### config.mk
export PLATFORM = sky130hd
export DESIGN_NAME = stack_seq
export DESIGN_NICKNAME = d
export VERILOG_FILES = /design/src/rtl/ssq_pkg.sv /design/src/rtl/ssq_decode.sv /design/src/rtl/ssq_ctrl.sv /design/src/rtl/ssq_datapath.sv /design/src/rtl/stack_seq.sv
export SDC_FILE = /design/constraint.sdc
export NUM_CORES = 1
export LEC_CHECK = 0
export BUFFER_PORTS_ARGS = -buffer_cell sky130_fd_sc_hd__buf_2
export CAP_MARGIN = 20
export CORE_MARGIN = 1
export CORE_UTILIZATION = 40
export DETAILED_ROUTE_END_ITERATION = 8
export PLACE_DENSITY = 0.7
export SETUP_SLACK_MARGIN = 0.3
export SYNTH_ARGS = -nofsm -noshare
export SYNTH_HDL_FRONTEND = slang
export SYNTH_SLANG_ARGS = --single-unit
export TNS_END_PERCENT = 20
### constraint.sdc
create_clock -name clk -period 2.5 [get_ports clk]
set_input_delay 0.375 -clock clk [delete_from_list [all_inputs] [get_ports clk]]
set_output_delay 0.375 -clock clk [all_outputs]
set_load 0.01 [all_outputs]
### src/rtl/ssq_pkg.sv
// Package for the stack sequencer: opcode values, the instruction class
// and the control state encoding. Assumes 8-bit opcodes.
package ssq_pkg;

    localparam logic [7:0] OP_HALT      = 8'h01;
    localparam logic [7:0] OP_PUSH      = 8'h10;
    localparam logic [7:0] OP_POP       = 8'h11;
    localparam logic [7:0] OP_RET       = 8'h12;
    localparam logic [7:0] OP_SP_MEM    = 8'h1F;
    localparam logic [7:0] OP_SP_IMM    = 8'h20;
    localparam logic [7:0] OP_CALL      = 8'h49;
    localparam logic [7:0] OP_LAST_1B   = 8'h1B;
    localparam logic [7:0] OP_LAST_OK   = 8'h49;

    typedef enum logic [3:0] {
        K_STEP, K_HALT, K_BAD, K_PUSH, K_POP, K_RET, K_CALL, K_SPMEM, K_SPIMM
    } kind_e;

    typedef enum logic [2:0] {
        ST_IDLE, ST_DEC, ST_WRITE, ST_READ, ST_LATCH, ST_FIN
    } state_e;

    // Map an opcode to its execution class.
    function automatic kind_e classify(input logic [7:0] op);
        kind_e k;
        if (op > OP_LAST_OK) k = K_BAD;
        else begin
            case (op)
                OP_HALT:   k = K_HALT;
                OP_PUSH:   k = K_PUSH;
                OP_POP:    k = K_POP;
                OP_RET:    k = K_RET;
                OP_CALL:   k = K_CALL;
                OP_SP_MEM: k = K_SPMEM;
                OP_SP_IMM: k = K_SPIMM;
                default:   k = K_STEP;
            endcase
        end
        return k;
    endfunction

endpackage

### src/rtl/ssq_decode.sv
// Opcode decoder: gives the instruction class and whether the instruction
// carries an operand byte. Purely combinational.
module ssq_decode
    import ssq_pkg::*;
(
    input  logic [7:0] op_i,
    output kind_e      kind_o,
    output logic       two_byte_o
);
    // Classify the opcode and derive its length.
    always_comb begin
        kind_o     = classify(op_i);
        two_byte_o = (op_i > OP_LAST_1B);
    end
endmodule

### src/rtl/ssq_ctrl.sv
// Control state machine: accepts an instruction when idle and not halted,
// captures its class, length and operand, and steps through the memory
// phases. Assumes the memory returns read data one clock after the address.
module ssq_ctrl
    import ssq_pkg::*;
#(
    parameter int W = 8
) (
    input  logic         clk,
    input  logic         rst_n,
    input  logic         issue_i,
    input  kind_e        kind_i,
    input  logic         two_byte_i,
    input  logic [W-1:0] arg_i,
    output logic         accept_o,
    output state_e       state_o,
    output kind_e        kind_o,
    output logic         two_byte_o,
    output logic [W-1:0] arg_o,
    output logic         halted_o,
    output logic         illegal_o
);
    state_e state_q, state_d;

    assign accept_o = issue_i && (state_q == ST_IDLE) && !halted_o;
    assign state_o  = state_q;

    // Choose the next phase from the current phase and the instruction class.
    always_comb begin
        state_d = state_q;
        case (state_q)
            ST_IDLE: if (accept_o) begin
                case (kind_i)
                    K_PUSH, K_CALL:         state_d = ST_DEC;
                    K_POP, K_RET, K_SPMEM:  state_d = ST_READ;
                    default:                state_d = ST_FIN;
                endcase
            end
            ST_DEC:   state_d = ST_WRITE;
            ST_WRITE: state_d = ST_FIN;
            ST_READ:  state_d = ST_LATCH;
            ST_LATCH: state_d = ST_FIN;
            default:  state_d = ST_IDLE;
        endcase
    end

    // Register the phase, the captured instruction and the stop flags.
    always_ff @(posedge clk) begin
        if (!rst_n) begin
            state_q    <= ST_IDLE;
            kind_o     <= K_STEP;
            two_byte_o <= 1'b0;
            arg_o      <= '0;
            halted_o   <= 1'b0;
            illegal_o  <= 1'b0;
        end else begin
            state_q <= state_d;
            if (accept_o) begin
                kind_o     <= kind_i;
                two_byte_o <= two_byte_i;
                arg_o      <= arg_i;
            end
            if (state_q == ST_FIN && (kind_o == K_HALT || kind_o == K_BAD))
                halted_o <= 1'b1;
            if (state_q == ST_FIN && kind_o == K_BAD)
                illegal_o <= 1'b1;
        end
    end
endmodule

### src/rtl/ssq_datapath.sv
// Datapath: program counter, stack pointer and accumulator holding register,
// plus the memory port drive. Acts on the phase and class given by the
// control unit; all arithmetic wraps modulo 2**W.
module ssq_datapath
    import ssq_pkg::*;
#(
    parameter int W = 8
) (
    input  logic         clk,
    input  logic         rst_n,
    input  logic         accept_i,
    input  state_e       state_i,
    input  kind_e        kind_i,
    input  logic         two_byte_i,
    input  logic [W-1:0] arg_i,
    input  logic [W-1:0] acc_i,
    input  logic [W-1:0] rdata_i,
    output logic [W-1:0] addr_o,
    output logic [W-1:0] wdata_o,
    output logic         we_o,
    output logic [W-1:0] pc_o,
    output logic [W-1:0] sp_o,
    output logic [W-1:0] acc_o
);
    localparam logic [W-1:0] ONE = {{(W-1){1'b0}}, 1'b1};
    localparam logic [W-1:0] TWO = ONE << 1;

    logic [W-1:0] step_len;

    assign step_len = two_byte_i ? TWO : ONE;

    // Drive the memory port for the current phase.
    always_comb begin
        we_o    = (state_i == ST_WRITE);
        wdata_o = (kind_i == K_CALL) ? (pc_o + TWO) : acc_o;
        addr_o  = (state_i == ST_READ && kind_i == K_SPMEM) ? arg_i : sp_o;
    end

    // Update the PC, SP and accumulator copy phase by phase.
    always_ff @(posedge clk) begin
        if (!rst_n) begin
            pc_o  <= '0;
            sp_o  <= '0;
            acc_o <= '0;
        end else begin
            if (accept_i) acc_o <= acc_i;
            case (state_i)
                ST_DEC: sp_o <= sp_o - ONE;
                ST_LATCH: begin
                    case (kind_i)
                        K_POP: begin
                            acc_o <= rdata_i;
                            sp_o  <= sp_o + ONE;
                        end
                        K_RET: begin
                            pc_o <= rdata_i;
                            sp_o <= sp_o + ONE;
                        end
                        K_SPMEM: sp_o <= rdata_i;
                        default: ;
                    endcase
                end
                ST_FIN: begin
                    case (kind_i)
                        K_CALL:  pc_o <= arg_i;
                        K_RET, K_BAD: ;
                        K_SPIMM: begin
                            sp_o <= arg_i;
                            pc_o <= pc_o + step_len;
                        end
                        default: pc_o <= pc_o + step_len;
                    endcase
                end
                default: ;
            endcase
        end
    end
endmodule

### src/rtl/stack_seq.sv
// Top of the stack and subroutine sequencer. Joins the decoder, the control
// unit and the datapath, and forms the completion and pop result outputs.
// Assumes issue is offered by a fetch stage that waits for done.
module stack_seq
    import ssq_pkg::*;
#(
    parameter int W = 8
) (
    input  logic         clk,
    input  logic         rst_n,
    input  logic         issue,
    input  logic [7:0]   opcode,
    input  logic [W-1:0] operand,
    input  logic [W-1:0] acc_in,
    output logic [W-1:0] mem_addr,
    output logic [W-1:0] mem_wdata,
    output logic         mem_we,
    input  logic [W-1:0] mem_rdata,
    output logic [W-1:0] pc,
    output logic [W-1:0] sp,
    output logic         busy,
    output logic         done,
    output logic         halted,
    output logic         illegal,
    output logic         acc_load,
    output logic [W-1:0] acc_out,
    output logic         flag_n,
    output logic         flag_z,
    output logic         flag_v_clr
);
    kind_e        dec_kind, cur_kind;
    logic         dec_two, cur_two, accept;
    logic [W-1:0] cur_arg;
    state_e       state;

    ssq_decode u_dec (
        .op_i       (opcode),
        .kind_o     (dec_kind),
        .two_byte_o (dec_two)
    );

    ssq_ctrl #(.W(W)) u_ctrl (
        .clk        (clk),
        .rst_n      (rst_n),
        .issue_i    (issue),
        .kind_i     (dec_kind),
        .two_byte_i (dec_two),
        .arg_i      (operand),
        .accept_o   (accept),
        .state_o    (state),
        .kind_o     (cur_kind),
        .two_byte_o (cur_two),
        .arg_o      (cur_arg),
        .halted_o   (halted),
        .illegal_o  (illegal)
    );

    ssq_datapath #(.W(W)) u_dp (
        .clk        (clk),
        .rst_n      (rst_n),
        .accept_i   (accept),
        .state_i    (state),
        .kind_i     (cur_kind),
        .two_byte_i (cur_two),
        .arg_i      (cur_arg),
        .acc_i      (acc_in),
        .rdata_i    (mem_rdata),
        .addr_o     (mem_addr),
        .wdata_o    (mem_wdata),
        .we_o       (mem_we),
        .pc_o       (pc),
        .sp_o       (sp),
        .acc_o      (acc_out)
    );

    // Form status and pop result outputs from the phase and class.
    always_comb begin
        busy       = (state != ST_IDLE);
        done       = (state == ST_FIN);
        acc_load   = done && (cur_kind == K_POP);
        flag_n     = acc_out[W-1];
        flag_z     = (acc_out == '0);
        flag_v_clr = acc_load;
    end
endmodule

==> reports/qor.txt <==
post-route ant nets: 0
GPL Wtd Cong: 0.831
total negative slack: 0 ns
DRC errors left: 0
largest net degree at the start of global routing: 25
clock latency on the worst-skew pair: 0.30 ns
DP Area: 0.00347 mm^2
Fin Hold WS: 0.309 ns
worst-margin pin slew: 0.571 ns
non-filler cells, final: 568
share of post-route cells with drive strength above 1: 28.8%
die footprint: 0.00794 mm^2
CTS clk-pin slew, worst paths: 0.08 ns
Slew HR: 61.7%
Core Region: 0.00729 mm^2
Mean Syn Cell Area: 7.65 um^2
post-layout net count: 509
CP Class: register to primary output
Setup WS post-layout: 0.321 ns
first-pass GRT wire length: 13.3 mm
Tot GR Track Use: 21.7%
reg2reg setup slack: 0.40 ns
via count: 3,175
design internal power: 1.84 mW
Post-synth ARST share: 0%
count leader, synth: nand2_1
Yosys top cell area share: 27.7%
initial core utilization: 41.6%
pwr dens: 903 mW/mm^2
period utilization: 87.2%
Longest Clk Path Bufs: 2
CTS HTree Levels: 2
clk sinks: 42
reg2reg path depth: 9
FF+latch count, synth: 42
setup violation total in the final timing report: 0
Slew Limit Fails: 0
IO Port Bufs: 83
CTS tree: yes
CP Launch Type: register
fmax: 459 MHz
placed insts: 554
Vias/cell: 5.59
initial antenna violation count: 0
maximum vdd drop: 0.431 mV
outcome: finished, final reports clean
Seq/Total Area, Yosys: 27.7%
Reg-to-Reg End: u_dp.pc_o[6]$_SDFFE_PN0P_
commonest cells in the netlist: 53 x nand2_1, 42 x dfxtp_1, 40 x nor2_1
Die H: 89.1 um
area leader, netlist: dfxtp_1
drt total wl: 8.78 mm
Fillers: 758
hold crit path type: input port to register
LEAKAGE: 1.54 nW
Gate power share: 49.2%
FP Rows: 31
Synth Flop Type: dfxtp_1
EDFF count, synth: 0
sw power: 1.45 mW
Mapped Cells: 397
Post-CTS Hold Buffers: 0
CTS buffer count: 5
critical path required time: 2.12 ns
Setup WS pre-CTS: 0.301 ns
DP HPWL: 6.41 mm
Syn Std Cell Area: 0.00304 mm^2
initial drt markers: 181
wire per inst: 15.5 um
clk root buf: clkbuf_8
max_cap viols: 0
Mapped Nets: 438
Ant. Diodes: 0
post-route cell area: 0.00365 mm^2
CP Capture Point: mem_addr[7]
crit path from: u_ctrl.kind_o[3]$_SDFFE_PN0P_
critical path capture point type: primary output
Final Hold Fails: 0
ranking of synthesized cells by area: dfxtp_1 28%, nand2_1 6.6%, nor2_1 4.9%
Distinct cells, synth: 60
layout overhead on the synthesized area: 20.1%
RSZ-0062 raised after global routing: yes
Switching Fraction: 44.1%
crit path DAT: 1.80 ns
vias in the first global route: 2,707
Seq pwr share: 34.2%
Setup Skew: 0.00771 ns
Ys Warns: 0
clock share of power: 16.6%
Die Width: 89.1 um
min Tclk post-route: 2.18 ns
drt pass-1 iters: 5
Reg2Reg Launch Point: u_ctrl.two_byte_o$_SDFFE_PN0P_
Crit Path Max Fanout: 8
num ports: 84
GRT overflow: 0
worst min path at each step:
| stage | startpoint | end | slack, ns | depth (start not counted) |
|---|---|---|---|---|
| finish | operand[2] | u_ctrl.arg_o[2]$_SDFFE_PN0P_ | 0.31 | 3 |
| global route | operand[6] | u_ctrl.arg_o[6]$_SDFFE_PN0P_ | 0.30 | 3 |
| CTS | operand[5] | u_ctrl.arg_o[5]$_SDFFE_PN0P_ | 0.30 | 3 |
| detailed placement | u_ctrl.illegal_o$_SDFFE_PN0P_ | u_ctrl.illegal_o$_SDFFE_PN0P_ | 0.46 | 2 |
| global placement | u_ctrl.illegal_o$_SDFFE_PN0P_ | u_ctrl.illegal_o$_SDFFE_PN0P_ | 0.48 | 2 |
| floorplan | u_ctrl.arg_o[4]$_SDFFE_PN0P_ | u_ctrl.arg_o[4]$_SDFFE_PN0P_ | 0.46 | 2 |
cell usage in the layout (no fill, tap or decap), drive strengths merged, types with 4 or more instances in the layout:
cell type | synthesis | layout
buf | 23 | 101
nand2 | 53 | 53
dfxtp | 42 | 42
nor2 | 40 | 40
o21ai | 30 | 30
a21oi | 28 | 28
a211oi | 13 | 13
nand3 | 11 | 11
a31oi | 11 | 11
xnor2 | 10 | 10
mux2i | 10 | 10
inv | 10 | 10
xor2 | 8 | 8
o211ai | 7 | 7
a311oi | 7 | 7
nor3 | 6 | 6
mux2 | 5 | 5
ha | 5 | 5
clkbuf | 14 | 5
nor2b | 5 | 5
nand3b | 5 | 5
nand4b | 4 | 4
or4 | 4 | 4
nor3b | 4 | 4
nand2b | 4 | 4
registers in the layout, summed over array words and instances, names as in the netlist:
register and flops:
u_dp.pc_o 8, u_dp.acc_o 8, u_ctrl.arg_o 8, u_ctrl.illegal_o 1, u_ctrl.two_byte_o 1, u_ctrl.kind_o 4, u_ctrl.state_o 3, u_ctrl.halted_o 1
u_dp.sp_o 8
power groups by stage:
stage	logic, mW	registers (mW)	clock network, mW
global route	1.81	1.16	0.585
CTS	1.62	1.11	0.552
global placement	1.59	1.12	0
finish	1.62	1.13	0.546
detailed placement	1.61	1.13	0
floorplan	1.23	1.01	0
cells by family after synthesis:
family	synth area share, %
AND/OR/NAND/NOR	27.0
buffers and inverters	7.83
XOR/XNOR	5.19
multiplexers	5.15
flip-flops	27.7
AO/OA/AOI/OAI	24.4
adder cells (fa/ha/maj)	2.72
layout make-up:
| class | instances | area, um^2 | area share, % |
|---|---|---|---|
| clock inverters | 3 | 40.0 | 1.10 |
| well taps | 99 | 124 | 3.40 |
| repair buffers | 101 | 551 | 15.1 |
| flip-flops and latches | 42 | 857 | 23.5 |
| clock buffers | 5 | 68.8 | 1.89 |
| multi-input cells | 307 | 1970 | 53.9 |
| inverters | 11 | 41.3 | 1.13 |
critical path, stage by stage, from the launching register on:
cell	delay (ns)
dfxtp_4	0.38
nand4b_1	0.20
and4bb_4	0.44
mux2_2	0.35
buf_2	0.14
per-stage QoR:
stage | utilization, % | power [mW]
after detailed placement | 47.6 | 2.74
final | 50.0 | 3.30
after global routing | 50.0 | 3.55
after floorplan | - | 2.24
after global placement | 47.6 | 2.71
after CTS | 49.5 | 3.28
metal layers:
| layer | track usage (%) | part of all wire [%] | vias up |
|---|---|---|---|
| met5 | 0 | 0 | - |
| met2 | 35.6 | 47 | 107 |
| met3 | 3.60 | 5.3 | 16 |
| li1 | - | - | 1566 |
| met1 | 28.6 | 45 | 1486 |
| met4 | 8.23 | 2.3 | 0 |
what timing repair did:
action                                  in CTS  in global routing
endpoints found under the setup margin       9                 13
gates resized for setup                      4                  8
setup buffers                                3                  3
pin swaps                                    1                  1
Note: power is estimated with default switching activity, not from simulation.
